File: src/rtl/rds_bitbuf_pkg.sv
package rds_bitbuf_pkg;

    typedef enum logic [1:0] {
        OM_MASTER = 2'b00,
        OM_SLAVE  = 2'b01,
        OM_STBY   = 2'b10,
        OM_TEST   = 2'b11
    } op_mode_e;

    typedef enum logic {
        CK_LO = 1'b0,
        CK_HI = 1'b1
    } ck_state_e;

    function automatic op_mode_e decode_mode(input logic t, input logic m);
        op_mode_e r;
        unique case ({t, m})
            2'b00:   r = OM_MASTER;
            2'b01:   r = OM_SLAVE;
            2'b10:   r = OM_STBY;
            default: r = OM_TEST;
        endcase
        return r;
    endfunction

endpackage

File: src/rtl/rds_bit_fifo.sv
module rds_bit_fifo #(
    parameter int DEPTH = 128
) (
    input  logic clk,
    input  logic clear_i,
    input  logic wr_en,
    input  logic wr_bit,
    input  logic rd_en,
    output logic rd_bit,
    output logic empty_o,
    output logic ovf_o
);
    localparam int AW = (DEPTH > 1) ? $clog2(DEPTH) : 1;
    localparam int CW = AW + 1;

    logic [DEPTH-1:0] mem;
    logic [AW-1:0]    wp_q, rp_q;
    logic [CW-1:0]    cnt_q;
    logic             ovf_q;
    logic             full, do_rd, drop;

    function automatic logic [AW-1:0] adv(input logic [AW-1:0] p);
        return (p == AW'(DEPTH - 1)) ? '0 : p + 1'b1;
    endfunction

    assign full  = (cnt_q == CW'(DEPTH));
    assign do_rd = rd_en && (cnt_q != '0);
    assign drop  = wr_en && full && !do_rd;

    always_ff @(posedge clk) begin
        if (wr_en) mem[wp_q] <= wr_bit;
    end

    always_ff @(posedge clk) begin
        if (clear_i) begin
            wp_q  <= '0;
            rp_q  <= '0;
            cnt_q <= '0;
            ovf_q <= 1'b0;
        end else begin
            if (wr_en)         wp_q  <= adv(wp_q);
            if (do_rd || drop) rp_q  <= adv(rp_q);
            if (drop)          ovf_q <= 1'b1;
            unique case ({wr_en && !drop, do_rd})
                2'b10:   cnt_q <= cnt_q + 1'b1;
                2'b01:   cnt_q <= cnt_q - 1'b1;
                default: cnt_q <= cnt_q;
            endcase
        end
    end

    assign rd_bit  = mem[rp_q];
    assign empty_o = (cnt_q == '0);
    assign ovf_o   = ovf_q;

    p_cnt_bound_r2: assert property (@(posedge clk) disable iff (clear_i)
        cnt_q <= CW'(DEPTH));

    p_ovf_sticky_r3: assert property (@(posedge clk) disable iff (clear_i)
        ovf_q |=> ovf_q);

endmodule

File: src/rtl/rds_mclk_gen.sv
module rds_mclk_gen
    import rds_bitbuf_pkg::*;
#(
    parameter int HALF_PERIOD = 1824
) (
    input  logic clk,
    input  logic clr_i,
    input  logic run_i,
    output logic level_o,
    output logic fall_o
);
    localparam int CNTW = (HALF_PERIOD > 1) ? $clog2(HALF_PERIOD) : 1;
    localparam logic [CNTW-1:0] LAST = CNTW'(HALF_PERIOD - 1);

    ck_state_e       state_q, state_d;
    logic [CNTW-1:0] cnt_q;
    logic            wrap;

    assign wrap = run_i && (cnt_q == LAST);

    always_comb begin
        state_d = state_q;
        unique case (state_q)
            CK_LO: if (wrap) state_d = CK_HI;
            CK_HI: if (wrap) state_d = CK_LO;
        endcase
    end

    always_ff @(posedge clk) begin
        if (clr_i) begin
            state_q <= CK_LO;
            cnt_q   <= '0;
        end else begin
            state_q <= state_d;
            if (wrap)       cnt_q <= '0;
            else if (run_i) cnt_q <= cnt_q + 1'b1;
        end
    end

    always_comb begin
        level_o = (state_q == CK_HI);
        fall_o  = (state_q == CK_HI) && (state_d == CK_LO);
    end

    p_phase_hold_r4: assert property (@(posedge clk) disable iff (clr_i)
        (!run_i || cnt_q != LAST) |=> $stable(level_o));

endmodule

File: src/rtl/rds_edge_sync.sv
module rds_edge_sync (
    input  logic clk,
    input  logic clr_i,
    input  logic run_i,
    input  logic line_i,
    output logic fall_o
);
    logic s1_q, s2_q, s3_q;

    always_ff @(posedge clk) begin
        if (clr_i) begin
            s1_q <= 1'b0;
            s2_q <= 1'b0;
            s3_q <= 1'b0;
        end else if (run_i) begin
            s1_q <= line_i;
            s2_q <= s1_q;
            s3_q <= s2_q;
        end
    end

    assign fall_o = run_i && s3_q && !s2_q;

    p_fall_gap_r7: assert property (@(posedge clk) disable iff (clr_i)
        fall_o |=> !fall_o);

endmodule

File: src/rtl/rds_bitbuf.sv
module rds_bitbuf
    import rds_bitbuf_pkg::*;
#(
    parameter int DEPTH       = 128,
    parameter int HALF_PERIOD = 1824
) (
    input  logic clk,
    input  logic clr,
    input  logic sel_test,
    input  logic sel_mode,
    input  logic bit_vld,
    input  logic bit_in,
    input  logic id_det,
    input  logic rclk_in,
    output logic rclk_out,
    output logic rclk_oe,
    output logic data_out,
    output logic stat_oe,
    output logic ovf
);
    op_mode_e mode;
    logic     run, is_master, is_slave;
    logic     m_fall, s_fall, pop;
    logic     head_bit, empty;
    logic     id_q, dout_q;

    assign mode      = decode_mode(sel_test, sel_mode);
    assign is_master = (mode == OM_MASTER);
    assign is_slave  = (mode == OM_SLAVE);
    assign run       = is_master || is_slave;

    rds_bit_fifo #(.DEPTH(DEPTH)) u_store (
        .clk     (clk),
        .clear_i (clr && is_slave),
        .wr_en   (bit_vld && run && !clr),
        .wr_bit  (bit_in),
        .rd_en   (pop && !clr),
        .rd_bit  (head_bit),
        .empty_o (empty),
        .ovf_o   (ovf)
    );

    rds_mclk_gen #(.HALF_PERIOD(HALF_PERIOD)) u_mclk (
        .clk     (clk),
        .clr_i   (clr),
        .run_i   (is_master),
        .level_o (rclk_out),
        .fall_o  (m_fall)
    );

    rds_edge_sync u_sync (
        .clk    (clk),
        .clr_i  (clr),
        .run_i  (is_slave),
        .line_i (rclk_in),
        .fall_o (s_fall)
    );

    always_comb begin
        pop     = 1'b0;
        stat_oe = 1'b0;
        rclk_oe = 1'b0;
        unique case (mode)
            OM_MASTER: begin
                pop     = m_fall;
                stat_oe = id_q;
                rclk_oe = 1'b1;
            end
            OM_SLAVE: begin
                pop     = s_fall;
                stat_oe = !empty;
            end
            OM_STBY, OM_TEST: ;
        endcase
    end

    always_ff @(posedge clk) begin
        if (clr) begin
            id_q   <= 1'b0;
            dout_q <= 1'b0;
        end else if (run) begin
            if (id_det)         id_q   <= 1'b1;
            if (pop && !empty)  dout_q <= head_bit;
        end
    end

    assign data_out = dout_q;

    p_stby_hold_r10: assert property (@(posedge clk) disable iff (clr)
        !run |=> $stable(data_out));

endmodule

File: config.mk
export PLATFORM = sky130hd
export DESIGN_NAME = rds_bitbuf
export DESIGN_NICKNAME = d
export VERILOG_FILES = /design/src/rtl/rds_bitbuf_pkg.sv /design/src/rtl/rds_bit_fifo.sv /design/src/rtl/rds_mclk_gen.sv /design/src/rtl/rds_edge_sync.sv /design/src/rtl/rds_bitbuf.sv
export SDC_FILE = /design/constraint.sdc
export NUM_CORES = 1
export LEC_CHECK = 0
export ABC_CLOCK_PERIOD_IN_PS = 4200
export CAP_MARGIN = 20
export CORE_ASPECT_RATIO = 0.7
export CORE_UTILIZATION = 50
export DETAILED_ROUTE_END_ITERATION = 8
export GPL_TIMING_DRIVEN = 0
export PLACE_DENSITY = 0.66
export REMOVE_ABC_BUFFERS = 1
export SLEW_MARGIN = 20
export SYNTH_ARGS = -nofsm -noshare
export SYNTH_HDL_FRONTEND = slang
export SYNTH_SLANG_ARGS = --single-unit
export TNS_END_PERCENT = 100
File: constraint.sdc
create_clock -name clk -period 4.2 [get_ports clk]
set_input_delay 0.63 -clock clk [delete_from_list [all_inputs] [get_ports clk]]
set_output_delay 0.63 -clock clk [all_outputs]
set_load 0.02 [all_outputs]
* Yosys cells after proc, flatten, opt, wreduce, memory -nomap -nowiden
Cells that the tools add are included.
** Storage, ports and cells
- Logic and storage cells :: 75
- Output and inout bits :: 5
- Bits of input ports :: 8
- Bits in registers :: 168
** Cells by class
- Reduce and logical (&&, ||, !) cells :: 29
- Eq/ne operators :: 9
- Muxes and demuxes :: 15
- $lt $le $gt $ge :: 3
- Bitwise logic cells :: 2
- $add $sub $neg :: 5
** Operators by type and width (number)
- 128-bit bitwise mux :: 1
- 7-bit by 8-bit < comparator with 1-bit output, second input constant :: 2
- 8-bit case mux with 2 select lines :: 1
- 7-bit by 1-bit adder with 7-bit output, second input constant :: 2
- 7-bit equality test, second input constant :: 2
- 1-bit logical AND :: 14
- 7-bit 2-to-1 mux :: 2
- 11-bit by 1-bit adder with 11-bit output, second input constant :: 1
- 11-bit equality test, second input constant :: 1
- 8-bit by 1-bit adder with 8-bit output, second input constant :: 1
- 8-bit equality test, second input constant :: 1
- 8-bit logical NOT :: 1
- 8-bit nonzero test :: 1
- 8-bit by 1-bit subtractor with 8-bit output, second input constant :: 1
- 1-bit binary-select mux with 7-bit select :: 1
- 1-bit demux with 7-bit select :: 1
- 7-bit by 1-bit greater-or-equal comparator with 1-bit output, second input constant :: 1
- 2-bit by 1-bit equality test with 1-bit output, second input constant :: 3
- 1-bit case mux with 2 select lines :: 3
- 2-bit case mux with 3 select lines :: 1
- 1-bit logical NOT :: 5
- 1-bit 2-to-1 mux :: 5
- 2-bit equality test, second input constant :: 2
- 2-bit logical NOT :: 2
- 5 further kinds :: 8

* Longest topological paths before layout
Gate-level depths: netlist of run 1.
- Word-level depth :: 17
- Depth in mapped cells :: 18
- Mapped depth without buffers :: 17

* By module
Synthesis of run 1 repeated with hierarchy kept, for this count alone.
** Unflattened totals
- Cell total of the unflattened synthesis :: 641
- Area, all modules :: 7821.3 sq um
** Modules (own cells, without submodules)
- rds_bit_fifo :: sequential area each 4304.1 sq um, cells an instance 550, times used 1, area each 6988.0 sq um
- rds_mclk_gen :: sequential area each 240.2 sq um, cells an instance 64, times used 1, area each 584.3 sq um
- rds_bitbuf :: sequential area each 40.0 sq um, cells an instance 17, times used 1, area each 137.6 sq um
- rds_edge_sync :: sequential area each 60.1 sq um, cells an instance 10, times used 1, area each 111.4 sq um

* Least setup slack after synthesis of run 1
No wires, ideal clock.
- Kind :: input-to-reg
- Start point :: input port sel_test
- End point :: register u_store.cnt_q[7]
- Arrival :: 3.967 ns
- Required time :: 4.109 ns
- Setup time :: 0.091 ns
- Path slack :: 0.142 ns
- Cell stages on the path :: 18
- Cells stage by stage :: buf_6 nor2_1 and3_1 nand3_1 nor3_1 ha_1 nand2b_1 a21o_2 nor2_1 nand2_1 inv_1 ha_1 a21o_1 a21oi_1 o21ai_0 and2_1 mux2i_1 a311oi_1
** Between the ends
- Cells in the longest elaborated chain, start to end :: 17
- Elaborated cells on any way between the ends :: 30
- Those cells by class :: 5 x eq/ne; 6 x mux; 1 x bitwise; 18 x reduce/logical
** RTL lines
- from (decl) :: line rds_bitbuf.sv:9 : input logic sel_test,
- 2-bit equality test (tied with other cells) :: line rds_bitbuf_pkg.sv:17 : unique case ({t, m})
- 2-bit case mux with 3 select lines (*) :: line rds_bitbuf_pkg.sv:17
- 2-bit logical NOT :: line rds_bitbuf.sv:28, rds_bitbuf.sv:63
- 1-bit logical AND :: line rds_mclk_gen.sv:19 : assign wrap = run_i && (cnt_q == LAST);
- 1-bit 2-to-1 mux (on tied branches) :: line rds_mclk_gen.sv:25, rds_mclk_gen.sv:24
- 1-bit case mux with 2 select lines :: line rds_mclk_gen.sv:23 : unique case (state_q)
- 1-bit inverter :: line rds_mclk_gen.sv:42 : fall_o = (state_q == CK_HI) && (state_d == CK_LO);
- 1-bit logical AND :: line rds_mclk_gen.sv:42
- 1-bit case mux with 2 select lines :: line rds_bitbuf.sv:63 : unique case (mode)
- 1-bit logical AND :: line rds_bitbuf.sv:37 : .rd_en (pop && !clr),
- 1-bit logical AND :: line rds_bit_fifo.sv:27 : assign do_rd = rd_en && (cnt_q != '0);
- 1-bit logical NOT :: line rds_bit_fifo.sv:28 : assign drop = wr_en && full && !do_rd;
- 1-bit logical AND :: line rds_bit_fifo.sv:28
- 1-bit logical NOT :: line rds_bit_fifo.sv:44 : unique case ({wr_en && !drop, do_rd})
- 1-bit logical AND :: line rds_bit_fifo.sv:44
- 2-bit by 1-bit equality test with 1-bit output / 2-bit equality test (equally long branches) :: line rds_bit_fifo.sv:44
- 8-bit case mux with 2 select lines / 2-bit nonzero test (equally long branches)
- to (signal assigned) :: line rds_bit_fifo.sv:45 : 2'b10: cnt_q <= cnt_q + 1'b1;
- to (signal assigned) :: line rds_bit_fifo.sv:46 : 2'b01: cnt_q <= cnt_q - 1'b1;
- to (signal assigned) :: line rds_bit_fifo.sv:47 : default: cnt_q <= cnt_q;
- to (decl) :: line rds_bit_fifo.sv:18 : logic [CW-1:0] cnt_q;
Every way passes the cells marked *; elsewhere a longest branch is shown, timed or not.
A chain may end at the register's enable or synchronous reset.

* Worst setup path after layout of run 1
Ends and elaborated chain as after synthesis.

==> flow_summary.ini, run 1 <==
[clocking]
cts_tree = yes
clk_pin_slew_ns = 0.06
worstSkewPairLatency_ns = 0.42
cts_buffers = 17
cts-htree-levels = 4
clock_path_buffers = 2
cts.sinks = 168
cts_hold_buf = 0
cts_root_buf = clkbuf_16

[logic_synthesis]
synth_seq_area_share_pct = 60.50
yosys_warnings = 0
synth_edf_count = 128
synth_top_area_share_pct = 50.07
synth_area_per_cell_sq_um = 12.09
synth_seq_cells = 168
ys_types = 58
syn-cell-area_sq_um = 7677
async_flop_share_pct = 0
ys.flop_type = edfxtp_1
yosys-top-cells-area = edfxtp_1 50%, dfxtp_1 10%, mux4_2 9.4%
syn_inst = 635
synth_top_area_cell = edfxtp_1

[sta]
max_freq_mhz = 256.4
rsz0062_at_grt = false
post-route-min-period_ns = 3.900
final-max-slew-violation-count = 0
worst_pin_slew_ns = 1.076
fin_crit_sh_pct = 92.85
fin_tns_setup_ns = 0
maxSlewHeadroom_pct = 28.15
skew_ns = 0.008584
hold_viol = 0
finalSetupViolations = 0

[global_routing]
grt_overflow = 0
grt_first_pass_wirelength_um = 25550
grt_pass1_vias = 4851
antenna_found_initial = 0
grt_usage_pct = 22.05
grt_max_degree = 94

[routing]
drtAntennaViolNets = 0
drt_iter0_markers = 552
vias = 4919
drc_errors = 0
vias_per_cell = 5.801
wl_per_cell_um = 18.89
drt_wl_total_um = 16020
drt-pass1-iter-count = 6

[worst_setup_path]
critical_path_arrival_ns = 4.23
slowest_stage = dlygate4sd2_1
path_class = in -> reg
crit_fanout = 10
cpLargestDelayFamily = simple AND/OR/NAND/NOR gates
start_kind = input port
cp_num_buf_inv = 2
required_ns = 4.53
crit_chain = dlygate4sd2_1 -> nor2_4 -> and3_1 -> nand3_1 -> nor3_2 -> ha_1 -> nand2b_1 -> a21o_2 -> nor2_2 -> nand2_1 -> inv_2 -> ha_1 -> a21o_1 -> a21oi_2 -> o21ai_0 -> and2_1 -> mux2i_1 -> a311oi_1
crit_top_cell = ha_1
rrSetupSlack_ns = 0.45
r2r_start = u_mclk.cnt_q[5]
cp-end-kind = flip-flop
r2r_end = u_store.cnt_q[7]
r2r_cells = 15
max_stage_delay_ns = 0.38

[floorplanning]
rows = 37
initial_core_util_pct = 51.66
fp.dieH_um = 105.7
core_area_sq_um = 14860
die_w_um = 150.1
ios = 13
die-area_sq_um = 15860

[placed_design]
place_inst = 815
port-buffer-count = 12
dp_hpwl_um = 9989
gp_congestion = 0.8290

[final_layout]
instances_no_fill = 848
finalNetCount = 659
antenna_cells = 0
layout-drive-gt1-share_pct = 13.32
areaGrowthSynthToFinish_pct = 11.08

[power_and_ir_drop]
seqPwrFrac_pct = 49.6
switching_share_pct = 25.56
pwr-share-clk_pct = 38.2
p_leak_nw = 2.710
p_switching_mw = 1.009
p_total_mw = 3.949
intPower_mw = 2.940
power.density_nw_per_um2 = 463.1
comb_power_share_pct = 12.2
peakVddDrop_mv = 0.2822

[run]
cap_viol_max_count = 0

[status]
status = finished, final reports clean

[worst_hold_path]
min-delay-start = id_q
hold_end = id_q
min_path_cells = 2
min_path_type = reg -> reg
## state kept, by name (all words and copies together), names as in the netlist, 7 cells and up
| register | cells |
|---|---|
| u_mclk.cnt_q | 11 |
| u_store.cnt_q | 8 |
| u_store.mem | 128 |
| u_store.wp_q | 7 |
| u_store.rp_q | 7 |
## worst register-to-register path, stage by stage, from the launching register on
cell	delay (ns)
dfxtp_1	0.36
or4b_2	0.69
nor3_2	0.15
ha_1	0.20
nand2b_1	0.12
a21o_2	0.27
nor2_2	0.23
nand2_1	0.15
inv_2	0.15
ha_1	0.25
a21o_1	0.19
a21oi_2	0.20
o21ai_0	0.16
and2_1	0.20
mux2i_1	0.12
a311oi_1	0.24
## per-stage QoR
stage | instance area (sq um) | hold slack, ns | worst slack [ns] | util (%)
6_report | 8528 | 0.4804 | 0.3002 | 57.39
2_1_floorplan | 7532 | 0.4374 | 0.2681 | -
3_3_place_gp | 7896 | 0.4606 | -0.8034 | 53.14
4_1_cts | 8512 | 0.4869 | 0.01544 | 57.28
3_5_place_dp | 7925 | 0.4690 | -0.9983 | 53.33
5_1_grt | 8528 | 0.5091 | 0.06099 | 57.39
## cell usage in the layout, fill, tap and decap left out, types with 10 or more instances in the layout
cell type  count
dfxtp_1       38
xor2_1        11
nand3_1       16
ha_1          10
clkbuf_16     18
a21oi_1       21
nand2_1       40
xnor2_1       12
a22oi_1       14
nor2b_1       13
inv_1         12
edfxtp_1     128
nor2_1       174
mux4_2        32
## synth_stat cells, types with 2 or more instances
| cell type | number |
|---|---|
| a211oi_1 | 4 |
| a21boi_0 | 2 |
| a21o_1 | 2 |
| a21oi_1 | 22 |
| a22o_1 | 2 |
| a22oi_1 | 14 |
| a31oi_1 | 2 |
| and2_1 | 3 |
| and3_1 | 4 |
| buf_1 | 2 |
| buf_2 | 3 |
| buf_6 | 3 |
| clkbuf_1 | 18 |
| dfxtp_1 | 40 |
| edfxtp_1 | 128 |
| ha_1 | 10 |
| inv_1 | 13 |
| mux2i_1 | 5 |
| mux4_2 | 32 |
| nand2_1 | 40 |
| nand3_1 | 16 |
| nand4_1 | 5 |
| nor2_1 | 176 |
| nor2b_1 | 13 |
| nor3_1 | 8 |
| nor4_1 | 5 |
| o21ai_0 | 9 |
| or3_1 | 3 |
| xnor2_1 | 12 |
| xor2_1 | 11 |
## layer usage
layer | share of wire [%] | vias to the layer above | GRT usage (%)
met5 | 0 | - | 0
met4 | 1.4 | 0 | 7.215
met3 | 7.4 | 22 | 5.325
met2 | 46 | 170 | 34.52
met1 | 45 | 2420 | 30.24
li1 | - | 2307 | -
## power by group through the flow
stage               Clock (mW)  Sequential, mW  Combinational [mW]
floorplan                    0            1.95               0.371
global placement             0            2.00               0.482
detailed placement           0            2.00               0.477
CTS                       1.53            1.97               0.482
global route              1.59            1.98               0.521
finish                    1.51            1.96               0.482
## cell type report
type / instances / area (sq um)
repair buffers: 14 / 153.9
clock buffers: 21 / 491.7
clock inverters: 11 / 82.58
fillers: 1222 / 6332
multi-input cells: 426 / 2858
well taps: 195 / 244.0
inverters: 13 / 48.80
flip-flops and latches: 168 / 4649
## kinds of logic after synthesis
group / after synthesis / share of synthesized area, %
muxes: 37 / 10.04
and+or+nand+nor: 288 / 16.62
AOI/OAI and AO/OA: 67 / 5.802
xor gates and xnor gates: 23 / 2.624
DFF: 168 / 60.50
adders and majority gates: 11 / 1.890
buffers and inverters: 41 / 2.526
## worst max path at each step
stage,from,to,cells after the start
finish,sel_test,u_store.cnt_q[7],18
global route,sel_test,u_store.cnt_q[6],17
CTS,sel_mode,u_store.cnt_q[6],17
detailed placement,sel_test,u_store.cnt_q[7],18
global placement,sel_test,u_store.cnt_q[7],18
floorplan,sel_test,u_store.cnt_q[7],17
## repair_timing
item                                    in CTS  in global routing
pin swaps                                    0                  1
setup buffers                                0                  1
gates resized for setup                      6                  3
endpoints found under the setup margin       5                  4
(Power assumes the default switching activity.)
==> run 2: changes to the inputs <==
- ABC_CLOCK_PERIOD_IN_PS: 4200 -> 4050
- CTS_CLUSTER_DIAMETER: unset -> 120
- clock period: 4.2 -> 4.05 ns (I/O delays scaled with it)
==> run 2 against run 1 <==
  * Cell count unchanged
  * Die area unchanged
  * Non-clock buffer count unchanged
  * Total power up 3.7%
  * Sequential cell count unchanged
  * Worst setup slack worse by 0.051 ns
  * First-iteration DRC count down 2.9%
  * Global-route usage unchanged
  * Via count about the same
  * Wire length about the same
  * Critical endpoint is now u_store.cnt_q[6]
  * Largest power group unchanged
==> flow_summary.ini, run 2 (synthesized netlist as in run 1, its figures left out) <==
[worst_hold_path]
min_path_type = reg -> reg
min-delay-start = id_q
min_path_cells = 2
hold_end = id_q

[worst_setup_path]
r2r_cells = 14
cp_num_buf_inv = 1
r2r_start = u_mclk.cnt_q[5]
r2r_end = u_store.cnt_q[6]
crit_fanout = 7
cp-end-kind = flip-flop
slowest_stage = fa_1
required_ns = 4.40
path_class = in -> reg
cpLargestDelayFamily = simple AND/OR/NAND/NOR gates
max_stage_delay_ns = 0.41
rrSetupSlack_ns = 0.29
crit_chain = dlygate4sd2_1 -> nor2_4 -> and3_1 -> nand3_1 -> nor3_2 -> ha_1 -> nand2b_1 -> a21o_2 -> nor2_2 -> nand2_1 -> fa_1 -> nor2b_1 -> o21ai_0 -> a21boi_1 -> o21ai_0 -> a211o_2 -> a31oi_1
crit_top_cell = o21ai_0
critical_path_arrival_ns = 4.15
start_kind = input port

[final_layout]
layout-drive-gt1-share_pct = 13.48
layout_common_cells = 174 x nor2_1, 128 x edfxtp_1, 40 x nand2_1
areaGrowthSynthToFinish_pct = 10.98
finalNetCount = 659
largest_reg_flops = 128
reg_top3 = u_store.mem: 128 flops, u_mclk.cnt_q: 11 flops, u_store.cnt_q: 8 flops
final_common_cell = nor2_1
antenna_cells = 0
largest_register = u_store.mem
instances_no_fill = 848
fill_cells = 1223

[clocking]
cts-htree-levels = 4
cts_tree = yes
cts_buffers = 17
clk_pin_slew_ns = 0.07
worstSkewPairLatency_ns = 0.42
cts_root_buf = clkbuf_16
cts.sinks = 168
clock_path_buffers = 2
cts_hold_buf = 0

[routing]
drt_iter0_markers = 536
drt_wl_total_um = 16020
vias_per_cell = 5.798
vias = 4917
drc_errors = 0
wl_per_cell_um = 18.90
drtAntennaViolNets = 0
drt-pass1-iter-count = 5

[placed_design]
port-buffer-count = 12
place_inst = 815
dp_hpwl_um = 9989
gp_congestion = 0.8290

[status]
status = finished, final reports clean

[sta]
post-route-min-period_ns = 3.801
worst_pin_slew_ns = 1.074
maxSlewHeadroom_pct = 28.33
final-max-slew-violation-count = 0
hold_viol = 0
rsz0062_at_grt = false
max_freq_mhz = 263.1
worst_hold_slack_ns = 0.4775
fin_crit_sh_pct = 93.85
skew_ns = 0.007187
finalSetupViolations = 0

[global_routing]
grt_usage_pct = 22.05
grt_max_degree = 94
grt_overflow = 0
grt_first_pass_wirelength_um = 25550
grt_pass1_vias = 4851
antenna_found_initial = 0

[floorplanning]
rows = 37
die-area_sq_um = 15860
ios = 13
die_w_um = 150.1
initial_core_util_pct = 51.66
core_area_sq_um = 14860
fp.dieH_um = 105.7

[power_and_ir_drop]
power.density_nw_per_um2 = 480.8
peakVddDrop_mv = 0.2969
p_leak_nw = 2.702

[run]
cap_viol_max_count = 0
## run 2: worst min-delay path, stage by stage, from the launching register on
cell     delay, ns
dfxtp_1       0.33
a21oi_1       0.04
nor2_1        0.07
## run 2: worst max-delay path by stage
stage,startpoint,depth (start not counted),endpoint
floorplan,sel_test,17,u_store.cnt_q[7]
global placement,sel_test,18,u_store.cnt_q[7]
detailed placement,sel_test,18,u_store.cnt_q[7]
CTS,sel_test,17,u_store.cnt_q[6]
global route,sel_mode,17,u_store.cnt_q[6]
finish,sel_mode,17,u_store.cnt_q[6]
## run 2: metrics by stage
| step | instance area, sq um | setup TNS, ns | setup WS, ns | util [%] | power [mW] |
|---|---|---|---|---|---|
| finish | 8521 | 0 | 0.2490 | 57.34 | 4.097 |
| global route | 8521 | 0 | 0.01085 | 57.34 | 4.245 |
| CTS | 8511 | 0 | 0.02504 | 57.27 | 4.123 |
| detailed placement | 7925 | -5.298 | -1.126 | 53.33 | 2.572 |
| global placement | 7896 | -20.97 | -0.9309 | 53.14 | 2.574 |
| floorplan | 7532 | 0 | 0.1406 | - | 2.406 |
## run 2: layer usage
layer  global-route usage [%]  wire length (um)  up-vias
met5                        0                 0        -
met3                    5.325               938       24
met1                    30.24              7337     2426
met4                    7.215               284        0
met2                    34.52              7462      151
li1                         -                 -     2316
## run 2: where the power goes
part           switching, mW  internal [mW]
registers              0.151           1.88
logic                  0.213          0.287
clock network          0.685          0.880
total                   1.05           3.05
## run 2: final cells by class
type	instances	area (sq um)	area share, %
clock buffers	21	491.7	5.771
clock inverters	11	82.58	0.9692
inverters	13	48.80	0.5727
multi-input cells	426	2858	33.54
flip-flops and latches	168	4649	54.57
well taps	195	244.0	2.863
repair buffers	14	146.4	1.718
## run 2: timing repair
| item | CTS | global route |
|---|---|---|
| setup endpoints to repair | 5 | 4 |
| pin swaps | 0 | 1 |
| buffers inserted | 0 | 1 |
| gates resized for setup | 7 | 4 |
